**src/rtl/mbf_pkg.sv**
```systemverilog
package mbf_pkg;
  // strobes from control to datapath, all aligned to one system-clock edge
  typedef struct packed {
    logic addrLoad;   // copy sampled pins into the address register
    logic addrMark;   // raise the address-valid pulse
    logic dataLoad;   // copy sampled bus into the write-data register
  } strobe_t;
endpackage

```
**src/rtl/mbf_ctrl.sv**
```systemverilog
module mbf_ctrl
  import mbf_pkg::*;
(
  input  logic    clk,
  input  logic    rstN,
  input  logic    ceN,
  input  logic    oeN,
  input  logic    weN,
  input  logic    leN,
  input  logic    busClk,
  input  logic    syncMode,
  input  logic    clkRising,
  output strobe_t strb,
  output logic    busOe
);
  // first stage: sampled pins; second stage: previous samples for edge detection
  logic sCe, sOe, sWe, sLe, sK;
  logic pWe, pLe, pK;
  logic frozen;
  logic addrPhase, kEdge, syncHit;

  always_ff @(posedge clk or negedge rstN) begin
    if (!rstN) begin
      sCe    <= 1'b1;
      sOe    <= 1'b1;
      sWe    <= 1'b1;
      sLe    <= 1'b1;
      sK     <= 1'b0;
      pWe    <= 1'b1;
      pLe    <= 1'b1;
      pK     <= 1'b0;
      frozen <= 1'b0;
    end else begin
      sCe <= ceN;
      sOe <= oeN;
      sWe <= weN;
      sLe <= leN;
      sK  <= busClk;
      pWe <= sWe;
      pLe <= sLe;
      pK  <= sK;
      if (sLe)          frozen <= 1'b0;
      else if (syncHit) frozen <= 1'b1;
    end
  end

  always_comb begin
    addrPhase = ~sCe & sOe;
    kEdge     = clkRising ? (sK & ~pK) : (~sK & pK);
    syncHit   = syncMode & kEdge & ~sLe & ~frozen & addrPhase & sWe;

    strb.addrLoad = ~sLe & ~frozen & addrPhase;
    strb.addrMark = syncMode ? syncHit : (sLe & ~pLe & addrPhase);
    strb.dataLoad = sWe & ~pWe & ~sCe;

    busOe = rstN & ~ceN & ~oeN;
  end
endmodule

```
**src/rtl/mbf_datapath.sv**
```systemverilog
module mbf_datapath
  import mbf_pkg::*;
#(
  parameter int DATA_W = 16,
  parameter int HIGH_W = 6,
  localparam int ADDR_W = DATA_W + HIGH_W
) (
  input  logic              clk,
  input  logic              rstN,
  input  logic [DATA_W-1:0] busIn,
  input  logic [HIGH_W-1:0] upperAddr,
  input  strobe_t           strb,
  output logic [ADDR_W-1:0] addr,
  output logic              addrValid,
  output logic [DATA_W-1:0] wrData,
  output logic              wrValid
);
  logic [DATA_W-1:0] sBus;
  logic [HIGH_W-1:0] sHigh;

  always_ff @(posedge clk or negedge rstN) begin
    if (!rstN) begin
      sBus      <= '0;
      sHigh     <= '0;
      addr      <= '0;
      addrValid <= 1'b0;
      wrData    <= '0;
      wrValid   <= 1'b0;
    end else begin
      sBus      <= busIn;
      sHigh     <= upperAddr;
      addrValid <= strb.addrMark;
      wrValid   <= strb.dataLoad;
      if (strb.addrLoad) addr   <= {sHigh, sBus};
      if (strb.dataLoad) wrData <= sBus;
    end
  end
endmodule

```
**src/rtl/mux_bus_frontend.sv**
```systemverilog
module mux_bus_frontend
  import mbf_pkg::*;
#(
  parameter int DATA_W = 16,
  parameter int HIGH_W = 6,
  localparam int ADDR_W = DATA_W + HIGH_W
) (
  input  logic              clk,
  input  logic              rstN,
  input  logic              ceN,
  input  logic              oeN,
  input  logic              weN,
  input  logic              leN,
  input  logic              busClk,
  input  logic              syncMode,
  input  logic              clkRising,
  input  logic [DATA_W-1:0] busIn,
  input  logic [HIGH_W-1:0] upperAddr,
  input  logic [DATA_W-1:0] rdData,
  output logic [DATA_W-1:0] busOut,
  output logic              busOe,
  output logic [ADDR_W-1:0] addr,
  output logic              addrValid,
  output logic [DATA_W-1:0] wrData,
  output logic              wrValid
);
  strobe_t strb;

  mbf_ctrl u_ctrl (
    .clk(clk), .rstN(rstN), .ceN(ceN), .oeN(oeN), .weN(weN), .leN(leN),
    .busClk(busClk), .syncMode(syncMode), .clkRising(clkRising),
    .strb(strb), .busOe(busOe)
  );

  mbf_datapath #(.DATA_W(DATA_W), .HIGH_W(HIGH_W)) u_dp (
    .clk(clk), .rstN(rstN), .busIn(busIn), .upperAddr(upperAddr), .strb(strb),
    .addr(addr), .addrValid(addrValid), .wrData(wrData), .wrValid(wrValid)
  );

  assign busOut = busOe ? rdData : '0;
endmodule

```
**config.mk**
```make
export PLATFORM = sky130hd
export DESIGN_NAME = mux_bus_frontend
export DESIGN_NICKNAME = d
export VERILOG_FILES = /design/src/rtl/mbf_pkg.sv /design/src/rtl/mbf_ctrl.sv /design/src/rtl/mbf_datapath.sv /design/src/rtl/mux_bus_frontend.sv
export SDC_FILE = /design/constraint.sdc
export NUM_CORES = 1
export LEC_CHECK = 0
export ABC_CLOCK_PERIOD_IN_PS = 1630
export BUFFER_PORTS_ARGS = -buffer_cell sky130_fd_sc_hd__buf_4
export CELL_PAD_IN_SITES_DETAIL_PLACEMENT = 1
export CELL_PAD_IN_SITES_GLOBAL_PLACEMENT = 2
export CORE_AREA = 2 2 88 99
export DETAILED_ROUTE_END_ITERATION = 7
export DIE_AREA = 0 0 90 101
export GPL_ROUTABILITY_DRIVEN = 0
export PLACE_DENSITY_LB_ADDON = 0.1
export SETUP_SLACK_MARGIN = 0.02
export SLEW_MARGIN = 20
export SYNTH_ARGS = -nofsm -noshare
export SYNTH_HDL_FRONTEND = slang
export SYNTH_SLANG_ARGS = --single-unit
```
**constraint.sdc**
```tcl
create_clock -name clk -period 1.63 [get_ports clk]
set_input_delay 0.4075 -clock clk [delete_from_list [all_inputs] [get_ports clk]]
set_output_delay 0.4075 -clock clk [all_outputs]
set_load 0.05 [all_outputs]
```
==> report_table.html <==
<table>
<tr><th>Metric</th><th>Value</th></tr>
<tr><th colspan="2">Die</th></tr>
<tr><td>Die H</td><td>101 µm</td></tr>
<tr><td>Die width</td><td>90 µm</td></tr>
<tr><td>Num ports</td><td>104</td></tr>
<tr><td>Starting Density</td><td>30.1%</td></tr>
<tr><td>Area of the die</td><td>9090 µm²</td></tr>
<tr><td>Row count</td><td>35</td></tr>
<tr><td>Placeable core area</td><td>8150 µm²</td></tr>
<tr><th colspan="2">Timing</th></tr>
<tr><td>Number of slew-limit violations in the final report</td><td>0</td></tr>
<tr><td>Worst Hold Slack</td><td>0.169 ns</td></tr>
<tr><td>Setup Viol. Count Final</td><td>0</td></tr>
<tr><td>Worst slew margin</td><td>41.5%</td></tr>
<tr><td>Fmax</td><td>628 MHz</td></tr>
<tr><td>Final Critical Period</td><td>1.59 ns</td></tr>
<tr><td>Final count of hold timing violations</td><td>0</td></tr>
<tr><td>Fin crit share</td><td>97.6%</td></tr>
<tr><td>Transition time at the pin with the least slew margin</td><td>0.878 ns</td></tr>
<tr><td>Setup clock skew after layout</td><td>0.0101 ns</td></tr>
<tr><td>Setup repair after global routing missed its margin</td><td>true</td></tr>
<tr><th colspan="2">Synthesis</th></tr>
<tr><td>Summed instance area of the synthesized netlist</td><td>2450 µm²</td></tr>
<tr><td>Dominant synthesized flop cell</td><td>dfrtp_1</td></tr>
<tr><td>Proportion of register bits with asynchronous set or reset after synthesis</td><td>100%</td></tr>
<tr><td>Library cell occupying the most area in the post-synthesis netlist</td><td>dfrtp_1</td></tr>
<tr><td>Unique cell type count in the Yosys netlist</td><td>17</td></tr>
<tr><td>Leading cell type by number of instances after synthesis</td><td>dfrtp_1</td></tr>
<tr><td>Top-area cell type share of the netlist area</td><td>66.4%</td></tr>
<tr><td>Number of synthesized register bits</td><td>71</td></tr>
<tr><td>Cells taking the most area after synthesis</td><td>dfrtp_1 (66%), mux2_2 (17%), dfstp_2 (6.4%)</td></tr>
<tr><td>Sequential area share after synthesis</td><td>72.8%</td></tr>
<tr><td>Synthesized netlist net count</td><td>187</td></tr>
<tr><td>Warnings, synthesis</td><td>0</td></tr>
<tr><td>Post-Synthesis Cells</td><td>140</td></tr>
<tr><td>Average cell area after synthesis</td><td>17.5 µm²</td></tr>
<tr><td>Number of enable-type register cells in the synthesized netlist</td><td>0</td></tr>
<tr><td>Top cells by instance count after synthesis</td><td>dfrtp_1 (65), mux2_2 (37), and2_1 (16)</td></tr>
<tr><th colspan="2">CTS</th></tr>
<tr><td>Clock tree sinks</td><td>71</td></tr>
<tr><td>Clock Tree Buf Depth</td><td>2</td></tr>
<tr><td>Clock transition time at the flip-flop clock pins of the worst setup and hold paths</td><td>0.08 ns</td></tr>
<tr><td>Number of levels in the clock H-tree</td><td>3</td></tr>
<tr><td>Root buffer cell</td><td>clkbuf_8</td></tr>
<tr><td>Latest clock arrival within the worst-skew pair</td><td>0.34 ns</td></tr>
<tr><td>CTS buffer count</td><td>9</td></tr>
<tr><td>Post-CTS Hold Buffers</td><td>0</td></tr>
<tr><td>Post-CTS Setup Repair Bufs</td><td>0</td></tr>
<tr><td>Clock tree from TritonCTS</td><td>built</td></tr>
<tr><td>Count of cells resized by post-cts repair</td><td>19</td></tr>
<tr><th colspan="2">Drt</th></tr>
<tr><td>Routed vias/inst</td><td>4.13</td></tr>
<tr><td>Count of antenna-violating nets left after detailed routing</td><td>0</td></tr>
<tr><td>Vias</td><td>1535</td></tr>
<tr><td>Number of DRC violations after detailed-routing iteration 0</td><td>27</td></tr>
<tr><td>Total wire length</td><td>5.35 mm</td></tr>
<tr><td>Number of iterations in the first detailed-routing pass</td><td>4</td></tr>
<tr><td>Average detailed-routed wire length per instance</td><td>14.4 µm</td></tr>
<tr><td>Detailed-route DRC error count</td><td>0</td></tr>
<tr><th colspan="2">Run</th></tr>
<tr><td>Reported max-cap violation count</td><td>0</td></tr>
<tr><th colspan="2">GRT</th></tr>
<tr><td>Maximum number of pins on one net before global-route repair</td><td>72</td></tr>
<tr><td>Global-route congestion overflow total</td><td>0</td></tr>
<tr><td>First-pass GRT wire length</td><td>8.54 mm</td></tr>
<tr><td>Number of antenna violations at the first check in global routing</td><td>0</td></tr>
<tr><td>Via count of the first global-routing pass</td><td>1704</td></tr>
<tr><td>Global-route usage over all layers</td><td>12.4%</td></tr>
<tr><th colspan="2">Critical path</th></tr>
<tr><td>Launching element type of the critical path</td><td>primary input</td></tr>
<tr><td>Cell chain of the critical path</td><td>buf_6 &gt; nor3b_2 &gt; buf_6 &gt; and2_1 &gt; buf_6</td></tr>
<tr><td>Type of destination of the critical path</td><td>output pin</td></tr>
<tr><td>Critical Path AT</td><td>1.18 ns</td></tr>
<tr><td>Cell with the largest stage delay on the worst path</td><td>nor3b_2</td></tr>
<tr><td>Largest incremental delay on the critical path</td><td>0.18 ns</td></tr>
<tr><td>Cell occurring most often along the worst timing path</td><td>buf_6</td></tr>
<tr><td>Largest fanout on the critical path</td><td>17</td></tr>
<tr><td>Data required time of the worst path</td><td>1.22 ns</td></tr>
<tr><td>WS Path Type</td><td>in2out</td></tr>
<tr><th colspan="2">Power and ir drop</th></tr>
<tr><td>Power per unit of standard cell area</td><td>1380 nW/µm²</td></tr>
<tr><td>Worst supply voltage drop on vdd</td><td>671 µV</td></tr>
<tr><td>Reported leakage power</td><td>1.76 nW</td></tr>
<tr><td>Total power draw</td><td>5.20 mW</td></tr>
<tr><th colspan="2">Placement</th></tr>
<tr><td>Post-DP HPWL</td><td>3.91 mm</td></tr>
<tr><td>Count of buffers inserted at the top-level ports</td><td>103</td></tr>
<tr><td>Placed Instance Area</td><td>3410 µm²</td></tr>
<tr><th colspan="2">Hold path</th></tr>
<tr><td>Path category of the worst min-delay check</td><td>in2reg</td></tr>
<tr><th colspan="2">Final layout</th></tr>
<tr><td>Final std cell area, no fill</td><td>3760 µm²</td></tr>
<tr><td>Layout Nets</td><td>303</td></tr>
<tr><td>Area growth, synth to finish</td><td>53.4%</td></tr>
<tr><td>Fraction of layout instances using a drive strength above 1</td><td>68.6%</td></tr>
<tr><td>Number of antenna diodes</td><td>0</td></tr>
<tr><th colspan="2">Status</th></tr>
<tr><td>Result of the run</td><td>finished clean</td></tr>
</table>
==> metal layers <==
| layer | routed length [µm] | track usage [%] | vias up | share of wire, % |
|---|---|---|---|---|
| li1 | - | - | 702 | - |
| met1 | 2020 | 13.6 | 770 | 38 |
| met2 | 2890 | 21.4 | 54 | 54 |
| met3 | 329 | 4.86 | 9 | 6.1 |
| met4 | 104 | 5.21 | 0 | 1.9 |
| met5 | 0 | 0 | - | 0 |
==> placed cells by master, fill, tap and decap left out <==
cell type / instances
mux2_1: 1
buf_4: 89
buf_12: 1
nor3b_4: 1
buf_6: 10
clkbuf_1: 1
o2111ai_1: 1
nor3b_1: 1
clkbuf_8: 10
and2_1: 7
nand4b_1: 1
and2_4: 9
bufinv_16: 3
o21ai_0: 1
inv_1: 1
dfrtp_1: 65
clkinvlp_4: 2
nor2_1: 1
and3b_1: 1
dfstp_2: 6
nor3b_2: 1
nand2_1: 1
mux2_2: 37
buf_8: 9
nor4b_4: 1
==> area by class of cell <==
class | count | area (µm²)
Fill cell | 858 | 4380
Clock inverter | 5 | 105
Clock buffer | 11 | 141
Timing Repair Buffer | 109 | 936
Inverter | 1 | 3.75
Tap cell | 111 | 139
Sequential cell | 71 | 1780
Multi-Input combinational cell | 64 | 652
==> worst paths after layout <==
check,end,slack (ns),startpoint,depth (start not counted)
worst max register to register,u_dp.addr[19],0.16,u_ctrl.sOe,3
worst max-delay path,busOut[4],0.04,oeN,5
worst min register to register,u_ctrl.pWe,0.38,u_ctrl.sWe,0
min in group asynchronous,u_dp.addr[2],0.28,rstN,2
max in group asynchronous,u_dp.addrValid,0.75,rstN,2
worst min-delay path,u_dp.sBus[5],0.17,busIn[5],1
==> sequential cells by signal (all words and copies together) (netlist names) <==
name	flops
u_dp.addr	22
u_dp.sBus	16
u_dp.wrData	16
u_dp.sHigh	6
u_ctrl.frozen	1
u_ctrl.pK	1
u_ctrl.pLe	1
u_ctrl.pWe	1
u_ctrl.sCe	1
u_ctrl.sK	1
u_ctrl.sLe	1
u_ctrl.sOe	1
u_ctrl.sWe	1
u_dp.addrValid	1
u_dp.wrValid	1
==> power by group <==
| group | switching, mW | internal, mW | total (mW) | leakage (nW) |
|---|---|---|---|---|
| registers | 0.117 | 1.99 | 2.11 | 0.834 |
| clock network | 0.623 | 1.06 | 1.68 | 0.116 |
| logic | 0.915 | 0.499 | 1.41 | 0.808 |
| total | 1.65 | 3.55 | 5.20 | 1.76 |
==> critical path: cells and delay by family <==
| kind | cells | cell delay, ns |
|---|---|---|
| buffers and inverters | 3 | 0.43 |
| and+or+nand+nor | 2 | 0.34 |
==> kinds of logic after synthesis <==
family | after synthesis | synth area share, %
and+or+nand+nor | 24 | 7.45
AOI/OAI and AO/OA | 2 | 0.561
buffers and inverters | 5 | 1.74
DFF | 71 | 72.8
muxes | 38 | 17.5
==> stage by stage <==
step / std cells / utilization [%] / TNS [ns] / setup WS, ns
finish: 372 / 46.2 / 0 / 0.0383
global route: 372 / 46.2 / -0.0476 / -0.0114
CTS: 372 / 45.8 / 0 / 0.0153
detailed placement: 356 / 41.9 / -0.522 / -0.0406
global placement: 356 / 41.9 / -0.419 / -0.0334
floorplan: 140 / - / 0 / 0.0232
Note: power is estimated with default switching activity, not from simulation.
